### config.mk
export PLATFORM = sky130hd
export DESIGN_NAME = lp_line_producer
export DESIGN_NICKNAME = d
export VERILOG_FILES = /design/src/rtl/lp_pkg.sv /design/src/rtl/lp_ptr_bank.sv /design/src/rtl/lp_line_gen.sv /design/src/rtl/lp_line_fifo.sv /design/src/rtl/lp_line_producer.sv
export SDC_FILE = /design/constraint.sdc
export NUM_CORES = 1
export LEC_CHECK = 0
export BUFFER_PORTS_ARGS = -buffer_cell sky130_fd_sc_hd__buf_2
export CORE_ASPECT_RATIO = 0.8
export CORE_UTILIZATION = 55
export CTS_CLUSTER_SIZE = 40
export DETAILED_ROUTE_END_ITERATION = 12
export MAX_ROUTING_LAYER = met4
export PLACE_DENSITY = 0.77
export SYNTH_ARGS = -nofsm -noshare
export SYNTH_HDL_FRONTEND = slang
export SYNTH_SLANG_ARGS = --single-unit
export TNS_END_PERCENT = 20
### constraint.sdc
create_clock -name clk -period 9.2 [get_ports clk]
set_input_delay 0.92 -clock clk [delete_from_list [all_inputs] [get_ports clk]]
set_output_delay 0.92 -clock clk [all_outputs]
set_load 0.005 [all_outputs]
### src/rtl/lp_pkg.sv
package lp_pkg;

    // Width of the line counter and of every line tag.
    localparam int LINE_W     = 12;
    // Line buffer budget in pixels.
    localparam int BUF_PIXELS = 2048 * 7;

    typedef logic [LINE_W-1:0] line_tag_t;

    // Producer sequencing.
    typedef enum logic [1:0] {
        GEN_IDLE = 2'd0,   // out of reset, waiting for the first strobe
        GEN_FILL = 2'd1,   // generating lines of the current frame
        GEN_DONE = 2'd2    // last active line generated
    } gen_state_e;

    // Strobes decoded once at the top and shared by the sub-blocks.
    typedef struct packed {
        logic commit;   // copy pending pointer to active
        logic restart;  // line counter back to zero, start filling
        logic flush;    // discard buffered lines
    } frame_ctl_t;

    // Buffer capacity in lines for a given horizontal active width.
    function automatic int line_capacity(input int h_active);
        int cap;
        cap = BUF_PIXELS / h_active - 1;
        if (cap < 1) cap = 1;
        return cap;
    endfunction

endpackage

### src/rtl/lp_ptr_bank.sv
module lp_ptr_bank #(
    parameter int PTR_W = 32
) (
    input  logic             clk,
    input  logic             rst,
    input  logic             commit,
    input  logic             wr_en,
    input  logic [PTR_W-1:0] wr_data,
    output logic [PTR_W-1:0] pending_o,
    output logic [PTR_W-1:0] active_o
);

    logic [PTR_W-1:0] pending_q;
    logic [PTR_W-1:0] active_q;

    // The commit reads the pending value held before this edge.
    // A write in the same cycle lands in the pending register only.
    always_ff @(posedge clk) begin
        if (rst) begin
            pending_q <= '0;
            active_q  <= '0;
        end else begin
            if (commit) active_q  <= pending_q;
            if (wr_en)  pending_q <= wr_data;
        end
    end

    assign pending_o = pending_q;
    assign active_o  = active_q;

endmodule

### src/rtl/lp_line_gen.sv
module lp_line_gen
    import lp_pkg::*;
#(
    parameter int CAP   = 13,
    parameter int LVL_W = 4
) (
    input  logic             clk,
    input  logic             rst,
    input  logic             restart,
    input  line_tag_t        active_lines,
    input  logic [LVL_W-1:0] level,
    output logic             push_o,
    output line_tag_t        tag_o,
    output line_tag_t        line_o
);

    localparam logic [LVL_W-1:0] CAP_LVL = LVL_W'(CAP);

    gen_state_e         state_q;
    line_tag_t          cnt_q;
    logic [LINE_W:0]    cnt_next;
    logic               lines_left;
    logic               room;

    assign lines_left = (cnt_q < active_lines);
    // Occupancy before any same-cycle pop decides whether there is room.
    assign room       = (level < CAP_LVL);
    assign cnt_next   = {1'b0, cnt_q} + 1'b1;
    assign push_o     = (state_q == GEN_FILL) && !restart && lines_left && room;

    always_ff @(posedge clk) begin
        if (rst) begin
            state_q <= GEN_IDLE;
            cnt_q   <= '0;
        end else if (restart) begin
            state_q <= GEN_FILL;
            cnt_q   <= '0;
        end else if (state_q == GEN_FILL) begin
            if (push_o) cnt_q <= cnt_next[LINE_W-1:0];
            if (!lines_left || (push_o && cnt_next == {1'b0, active_lines}))
                state_q <= GEN_DONE;
        end
    end

    assign tag_o  = cnt_q;
    assign line_o = cnt_q;

endmodule

### src/rtl/lp_line_fifo.sv
module lp_line_fifo #(
    parameter int CAP   = 13,
    parameter int W     = 12,
    parameter int LVL_W = 4
) (
    input  logic             clk,
    input  logic             rst,
    input  logic             flush,
    input  logic             push,
    input  logic [W-1:0]     push_data,
    input  logic             pop,
    output logic [W-1:0]     pop_data,
    output logic [LVL_W-1:0] level_o,
    output logic             full_o,
    output logic             empty_o,
    output logic             underflow_o
);

    localparam int             AW      = (CAP > 1) ? $clog2(CAP) : 1;
    localparam logic [AW-1:0]  LAST    = AW'(CAP - 1);
    localparam logic [LVL_W-1:0] CAP_LVL = LVL_W'(CAP);

    logic [W-1:0]     slot [CAP];
    logic [AW-1:0]    wr_ptr_q;
    logic [AW-1:0]    rd_ptr_q;
    logic [LVL_W-1:0] level_q;
    logic             uflow_q;
    logic             do_push;
    logic             do_pop;

    function automatic logic [AW-1:0] ptr_inc(input logic [AW-1:0] p);
        return (p == LAST) ? '0 : p + 1'b1;
    endfunction

    assign empty_o = (level_q == '0);
    assign full_o  = (level_q == CAP_LVL);
    assign do_push = push && !full_o && !flush;
    assign do_pop  = pop && !empty_o && !flush;

    // One storage register per line slot.
    for (genvar g = 0; g < CAP; g++) begin : g_slot
        always_ff @(posedge clk) begin
            if (do_push && wr_ptr_q == AW'(g)) slot[g] <= push_data;
        end
    end

    always_ff @(posedge clk) begin
        if (rst) begin
            wr_ptr_q <= '0;
            rd_ptr_q <= '0;
            level_q  <= '0;
            uflow_q  <= 1'b0;
        end else begin
            if (pop && empty_o) uflow_q <= 1'b1;
            if (flush) begin
                wr_ptr_q <= '0;
                rd_ptr_q <= '0;
                level_q  <= '0;
            end else begin
                if (do_push) wr_ptr_q <= ptr_inc(wr_ptr_q);
                if (do_pop)  rd_ptr_q <= ptr_inc(rd_ptr_q);
                case ({do_push, do_pop})
                    2'b10:   level_q <= level_q + 1'b1;
                    2'b01:   level_q <= level_q - 1'b1;
                    default: level_q <= level_q;
                endcase
            end
        end
    end

    assign pop_data    = slot[rd_ptr_q];
    assign level_o     = level_q;
    assign underflow_o = uflow_q;

endmodule

### src/rtl/lp_line_producer.sv
module lp_line_producer
    import lp_pkg::*;
#(
    parameter int H_ACTIVE = 1024,
    parameter int PTR_W    = 32,
    parameter int CAP      = lp_pkg::line_capacity(H_ACTIVE),
    parameter int LVL_W    = $clog2(CAP + 1)
) (
    input  logic             clk,
    input  logic             rst,
    input  logic             frame_start_i,
    input  logic             init_i,
    input  logic             ptr_wr_en_i,
    input  logic [PTR_W-1:0] ptr_wr_data_i,
    output logic [PTR_W-1:0] ptr_pending_o,
    output logic [PTR_W-1:0] ptr_active_o,
    input  logic [11:0]      active_lines_i,
    input  logic             pop_i,
    output logic [11:0]      pop_tag_o,
    output logic [11:0]      gen_line_o,
    output logic [LVL_W-1:0] fifo_level_o,
    output logic             fifo_full_o,
    output logic             fifo_empty_o,
    output logic             underflow_o
);

    frame_ctl_t ctl;
    logic       push;
    line_tag_t  push_tag;

    always_comb begin
        ctl.commit  = frame_start_i | init_i;
        ctl.restart = frame_start_i | init_i;
        ctl.flush   = init_i;
    end

    lp_ptr_bank #(.PTR_W(PTR_W)) u_ptr (
        .clk       (clk),
        .rst       (rst),
        .commit    (ctl.commit),
        .wr_en     (ptr_wr_en_i),
        .wr_data   (ptr_wr_data_i),
        .pending_o (ptr_pending_o),
        .active_o  (ptr_active_o)
    );

    lp_line_gen #(.CAP(CAP), .LVL_W(LVL_W)) u_gen (
        .clk          (clk),
        .rst          (rst),
        .restart      (ctl.restart),
        .active_lines (active_lines_i),
        .level        (fifo_level_o),
        .push_o       (push),
        .tag_o        (push_tag),
        .line_o       (gen_line_o)
    );

    lp_line_fifo #(.CAP(CAP), .W(LINE_W), .LVL_W(LVL_W)) u_fifo (
        .clk         (clk),
        .rst         (rst),
        .flush       (ctl.flush),
        .push        (push),
        .push_data   (push_tag),
        .pop         (pop_i),
        .pop_data    (pop_tag_o),
        .level_o     (fifo_level_o),
        .full_o      (fifo_full_o),
        .empty_o     (fifo_empty_o),
        .underflow_o (underflow_o)
    );

endmodule

### Yosys cells after proc, flatten, opt, wreduce, memory -nomap -nowiden

Memory sizes are Yosys's and may differ from the RTL's. A register that Yosys moved wholly into a read port is not among the register bits.
Index checks and enable logic that the tools add are counted.

* flip-flop bits (word level): 91
* bits in writable memories: 156
* word-level logic and storage cells: 156
* memories: 1

* $add $sub $neg: 5
* order comparisons: 2
* equal/unequal tests: 18
* mux-type cells: 70
* bitwise operators: 1
* reduce and logical (&&, ||, !) cells: 50

Memory list
* u_fifo.slot: words 13, bits a word 12, rd ports 1, clocked after memory_dff 1, wr ports 1, line lp_line_fifo.sv:23 `logic [W-1:0] slot [CAP];`

Operators with widths (number)
* $mux W12: 12
* $reduce_or A12 Y1: 12
* $mux W4: 16
* $mux W1: 41
* $eq A4 B4 Y1 const B: 7
* $logic_and A1 B1 Y1: 22
* $eq A4 B3 Y1 const B: 4
* $add A12 B1 Y13 const B: 1
* $eq A13 B12 Y1: 1
* $add A4 B1 Y4 const B: 3
* $lt A12 B12 Y1: 1
* $eq A4 B2 Y1 const B: 2
* $logic_not A4 Y1: 2
* $pmux W4 S2: 1
* $reduce_and A2 Y1: 3
* $reduce_bool A2 Y1: 3
* $logic_not A1 Y1: 5
* $eq A2 B1 Y1 const B: 2
* $eq A4 B1 Y1 const B: 1
* $lt A4 B4 Y1 const B: 1
* $reduce_or A2 Y1: 2
* $sub A4 B1 Y4 const B: 1
* $eq A2 B2 Y1 const B: 1
* $logic_or A1 B1 Y1: 1
* $or A1 B1 Y1: 1

### Depth between registers and ports, before layout

* depth after elaboration: 23
* gate-level depth with buffers: 17
* depth with buffers taken out: 14

### Modules after synthesis

A second synthesis with hierarchy kept.

* cell total of the unflattened synthesis: 757
* area total of the unflattened synthesis: 10621.4 um^2

Modules (own cells, without submodules)
* lp_line_fifo: instances 1, cells an instance 362, area an instance 6851.6 um^2, sequential area each 5024.8 um^2
* lp_ptr_bank: instances 1, cells an instance 207, area an instance 2339.7 um^2, sequential area each 1281.2 um^2
* lp_line_gen: instances 1, cells an instance 187, area an instance 1423.9 um^2, sequential area each 280.3 um^2
* lp_line_producer: instances 1, cells an instance 1, area an instance 6.3 um^2, sequential area each 0.0 um^2

### Worst setup path after synthesis

OpenSTA, ideal clock, no wires.

* path type: input -> register
* start: input active_lines_i[11]
* end: register u_fifo.level_q[2] (netlist: u_fifo.level_o[2])
* arrival time: 3.518 ns
* data required time: 9.130 ns
* slack: 5.611 ns
* stages: 16
* path buffers: 3
* cell sequence: inv_1 -> ha_1 -> nand4_1 -> a2111o_1 -> and4_1 -> buf_6 -> inv_4 -> buf_6 -> buf_6 -> ha_1 -> xor2_1 -> ha_1 -> a21oi_1 -> xor2_1 -> or3_1 -> a21oi_1

* longest elaborated chain between the ends: 7

Ends and longest elaborated chain
* start: declaration: line lp_line_producer.sv:17 `input logic [11:0] active_lines_i,`
* $lt A12 B12 Y1 *: line lp_line_gen.sv:25 `assign lines_left = (cnt_q < active_lines);`
* $logic_and A1 B1 Y1 * (2 in a row): line lp_line_gen.sv:29 `assign push_o = (state_q == GEN_FILL) && !restart && lines_left && room;`
* $logic_and A1 B1 Y1 * (2 in a row): line lp_line_fifo.sv:37 `assign do_push = push && !full_o && !flush;`
* $eq A2 B1 Y1 or $eq A2 B2 Y1 (tied branches): line lp_line_fifo.sv:62 `case ({do_push, do_pop})`
* $pmux W4 S2 or $reduce_bool A2 Y1 (tied branches)
* end signal: assignment: line lp_line_fifo.sv:63 `2'b10: level_q <= level_q + 1'b1;`
* end signal: assignment: line lp_line_fifo.sv:64 `2'b01: level_q <= level_q - 1'b1;`
* end signal: assignment: line lp_line_fifo.sv:65 `default: level_q <= level_q;`
* end: declaration: line lp_line_fifo.sv:26 `logic [LVL_W-1:0] level_q;`

Mark *: on every way between the ends. The rest lies on a longest branch, timed or not.
A chain may end at the register's enable or synchronous reset.

### Final worst setup path

* start: register u_gen.cnt_q[3] (netlist: u_gen.line_o[3])
* end: register u_fifo.level_q[2] (netlist: u_fifo.level_o[2])

* longest elaborated chain between the ends: 7

Ends and longest elaborated chain
* start: declaration: line lp_line_gen.sv:20 `line_tag_t cnt_q;`
* start signal: assignment: line lp_line_gen.sv:39 `if (push_o) cnt_q <= cnt_next[LINE_W-1:0];`
* $lt A12 B12 Y1 *: line lp_line_gen.sv:25
* $logic_and A1 B1 Y1 * (2 in a row): line lp_line_gen.sv:29
* $logic_and A1 B1 Y1 * (2 in a row): line lp_line_fifo.sv:37
* $eq A2 B1 Y1 or $eq A2 B2 Y1 (tied branches): line lp_line_fifo.sv:62
* $pmux W4 S2 or $reduce_bool A2 Y1 (tied branches)

Marked as above.

==> out/qor.csv <==
metric;value;unit
synthesis.area;0.0103;mm²
timing.rr.start;u_gen.line_o[3];
syn_to_final_growth;16.8;%
finalMaxSlewViolations;0;
drt_wl_total;23.4;mm
viasPerCell;5.68;
pre_cts_ws;5.23;ns
yosysWarningCount;0;
crit_path_top_delay_cell;dfxtp_1;
drc;0;
hold_path.class;flip-flop to flip-flop;
p_total;2.27;mW
detail-route-antenna-nets;0;
first_iter_violations;628;
hold_buffers;0;
r2r_setup_slack;5.38;ns
powerDensity;188;mW/mm²
wl_per_cell;20.2;µm
setup_viol;0;
synth_top_area_frac;0.454;
rsz0062_at_grt;false;
hold_depth;2;
ff_latch_area;0.00659;mm²
fin_setup_tns;0;ns
cap_violations;0;
clk_latency;0.51;ns
ys_top_cells_by_area;edfxtp_1 (45%), dfxtp_1 (18%), mux4_2 (9.4%), mux2i_1 (4.2%), a21oi_1 (2.9%);
worstRegToRegCells;12;
status;finished, final reports clean;
syn_inst;744;
h-tree-depth;1;
initial_core_util;0.566;
ys.flop_type;edfxtp_1;
syn-num-nets;816;
cts_root_buffer;clkbuf_16;
yosys_register_bits;251;
fin_hold_ws;0.451;ns
cts_tree;built;
fin_crit;3.82;ns
path_delay_family;flip-flops;
synth-seq-area-share;0.639;
setup_slack;5.38;ns
min_from;u_ptr.active_o[12];
clk_pin_slew;0.06;ns
critPathCaptureType;flip-flop;
dpl_cell_area;0.0113;mm²
whs_endpoint;u_ptr.active_o[12];
clockBufferDepth;3;
fillers;1299;
grt_pass1_wl;36.5;mm
antennaDiodeCount;0;
cp.required;9.63;ns
syn_avg_cell_area;13.9;µm²
critPathMaxStageDelay;1.01;ns
synth_cell_types;54;
leakage;4.43;nW
max_slew_margin;0.231;
post-route-period-util;0.415;
max_freq;262;MHz
crit_path_start_kind;flip-flop;
dieArea;0.0193;mm²
synth_edf_count;156;
multiInputGateArea;0.00347;mm²
core_area;0.0182;mm²
async_flop_share;0;
fp.dieH;124;µm
grt-ovfl-total;0;
gp_congestion;0.844;
io_buffers;144;
synth_common_cells;edfxtp_1 (156), dfxtp_1 (95), nand2_1 (76), a21oi_1 (59), nor2_1 (56);
path_class;flip-flop to flip-flop;
ir_drop;0.136;mV
post_cts_buffers;0;
drive_gt1_frac;0.272;
layout.nets;960;
chipWidth;155;µm
grt_antenna_before_repair;0;
grt_pass1_vias;6493;
worstPathCellList;ha_1 > a21oi_1 > a2111o_1 > and4_1 > inv_4 > ha_1 > xor2_1 > ha_1 > a21oi_1 > xor2_1 > or3_1 > a21oi_1;
clock_sinks;251;
ios;145;
grt_use_total;0.256;
hpwl;15.1;mm
num_vias;6583;
worst_pin_slew;1.15;ns
worst-path-max-fanout;28;
worstPathArrival;4.24;ns
grt_max_degree;70;
hold_viol_final;0;
critPathBufInv;1;
cts_resized;0;
finish.instance_area;0.0120;mm²
rows;44;
finClkSkew;0.0110;ns
cts_buffers;24;
synth_area_leader_cell;edfxtp_1;
first_pass_iters;5;
synth.most_common_cell;edfxtp_1;
reg2reg_to;u_fifo.level_o[2];
cells in the final DEF, fill, tap and decap left out, drive strengths merged, types with 4 or more instances in the layout:
cell type	instances
edfxtp	156
buf	156
dfxtp	95
nand2	76
a21oi	59
nor2	57
mux4	43
mux2i	43
clkbuf	30
ha	22
inv	22
o21ai	14
xnor2	13
nand3	13
and2	12
xor2	10
clkinv	10
or3	9
nor2b	7
a211oi	5
nand4	4
a21o	4
logic make-up (layout without fill, tap and decap cells):
kind of cell,after synthesis,in the layout,share of synthesized area
compound gates,101,101,0.0606
xor+xnor,23,23,0.0195
fa+ha+maj,22,22,0.0267
buf+inv,59,220,0.0248
flops,251,251,0.639
mux,87,87,0.137
simple gates,201,201,0.0929
where the power goes:
| part | leakage [nW] | internal [mW] | total [mW] | switching [mW] |
|---|---|---|---|---|
| clock | 0.387 | 0.566 | 0.965 | 0.399 |
| sequential | 2.18 | 1.20 | 1.21 | 0.0112 |
| combinational | 1.86 | 0.0431 | 0.0935 | 0.0504 |
| total | 4.43 | 1.81 | 2.27 | 0.461 |
through the flow:
step,util,cells
after CTS,0.661,1158
final,0.661,1158
after global placement,0.618,1115
after global routing,0.661,1158
after detailed placement,0.618,1115
after floorplan,-,744
registers in the layout (all words and copies together) (netlist names), named ones only:
signal and count:
u_fifo.level_o 4, u_fifo.slot 156, u_fifo.wr_ptr_q 4, u_fifo.underflow_o 1, u_gen.state_q 2, u_gen.line_o 12, u_ptr.active_o 32, u_fifo.rd_ptr_q 4
u_ptr.pending_o 32
cell type report:
| type | count | share of cell area |
|---|---|---|
| multi-input cells | 434 | 0.288 |
| clock inverters | 13 | 0.00925 |
| well taps | 253 | 0.0263 |
| clock buffers | 30 | 0.0552 |
| inverters | 21 | 0.00675 |
| flip-flops and latches | 251 | 0.547 |
| repair buffers | 156 | 0.0673 |
per-layer routing:
layer | up-vias | part of all wire | GRT usage
met4 | 0 | 0.013 | 0.0419
met2 | 290 | 0.47 | 0.392
met1 | 3205 | 0.43 | 0.366
met5 | - | 0 | -
li1 | 3059 | - | -
met3 | 29 | 0.088 | 0.0445
tightest hold or removal path: stages (launching register included):
cell and delay, ns:
dfxtp_1 0.31, nand2_1 0.05, a21oi_1 0.05
how the worst max path moves through the flow:
stage / from / endpoint / slack [ns] / depth (start not counted)
floorplan: active_lines_i[11] / u_fifo.level_o[2] / 5.61 / 16
global placement: active_lines_i[9] / u_fifo.level_o[2] / 5.34 / 15
detailed placement: active_lines_i[9] / u_fifo.level_o[2] / 5.23 / 15
CTS: u_gen.line_o[9] / u_fifo.level_o[2] / 5.38 / 13
global route: u_gen.line_o[9] / u_fifo.level_o[2] / 5.18 / 13
finish: u_gen.line_o[3] / u_fifo.level_o[2] / 5.38 / 12
(Power assumes the default switching activity.)
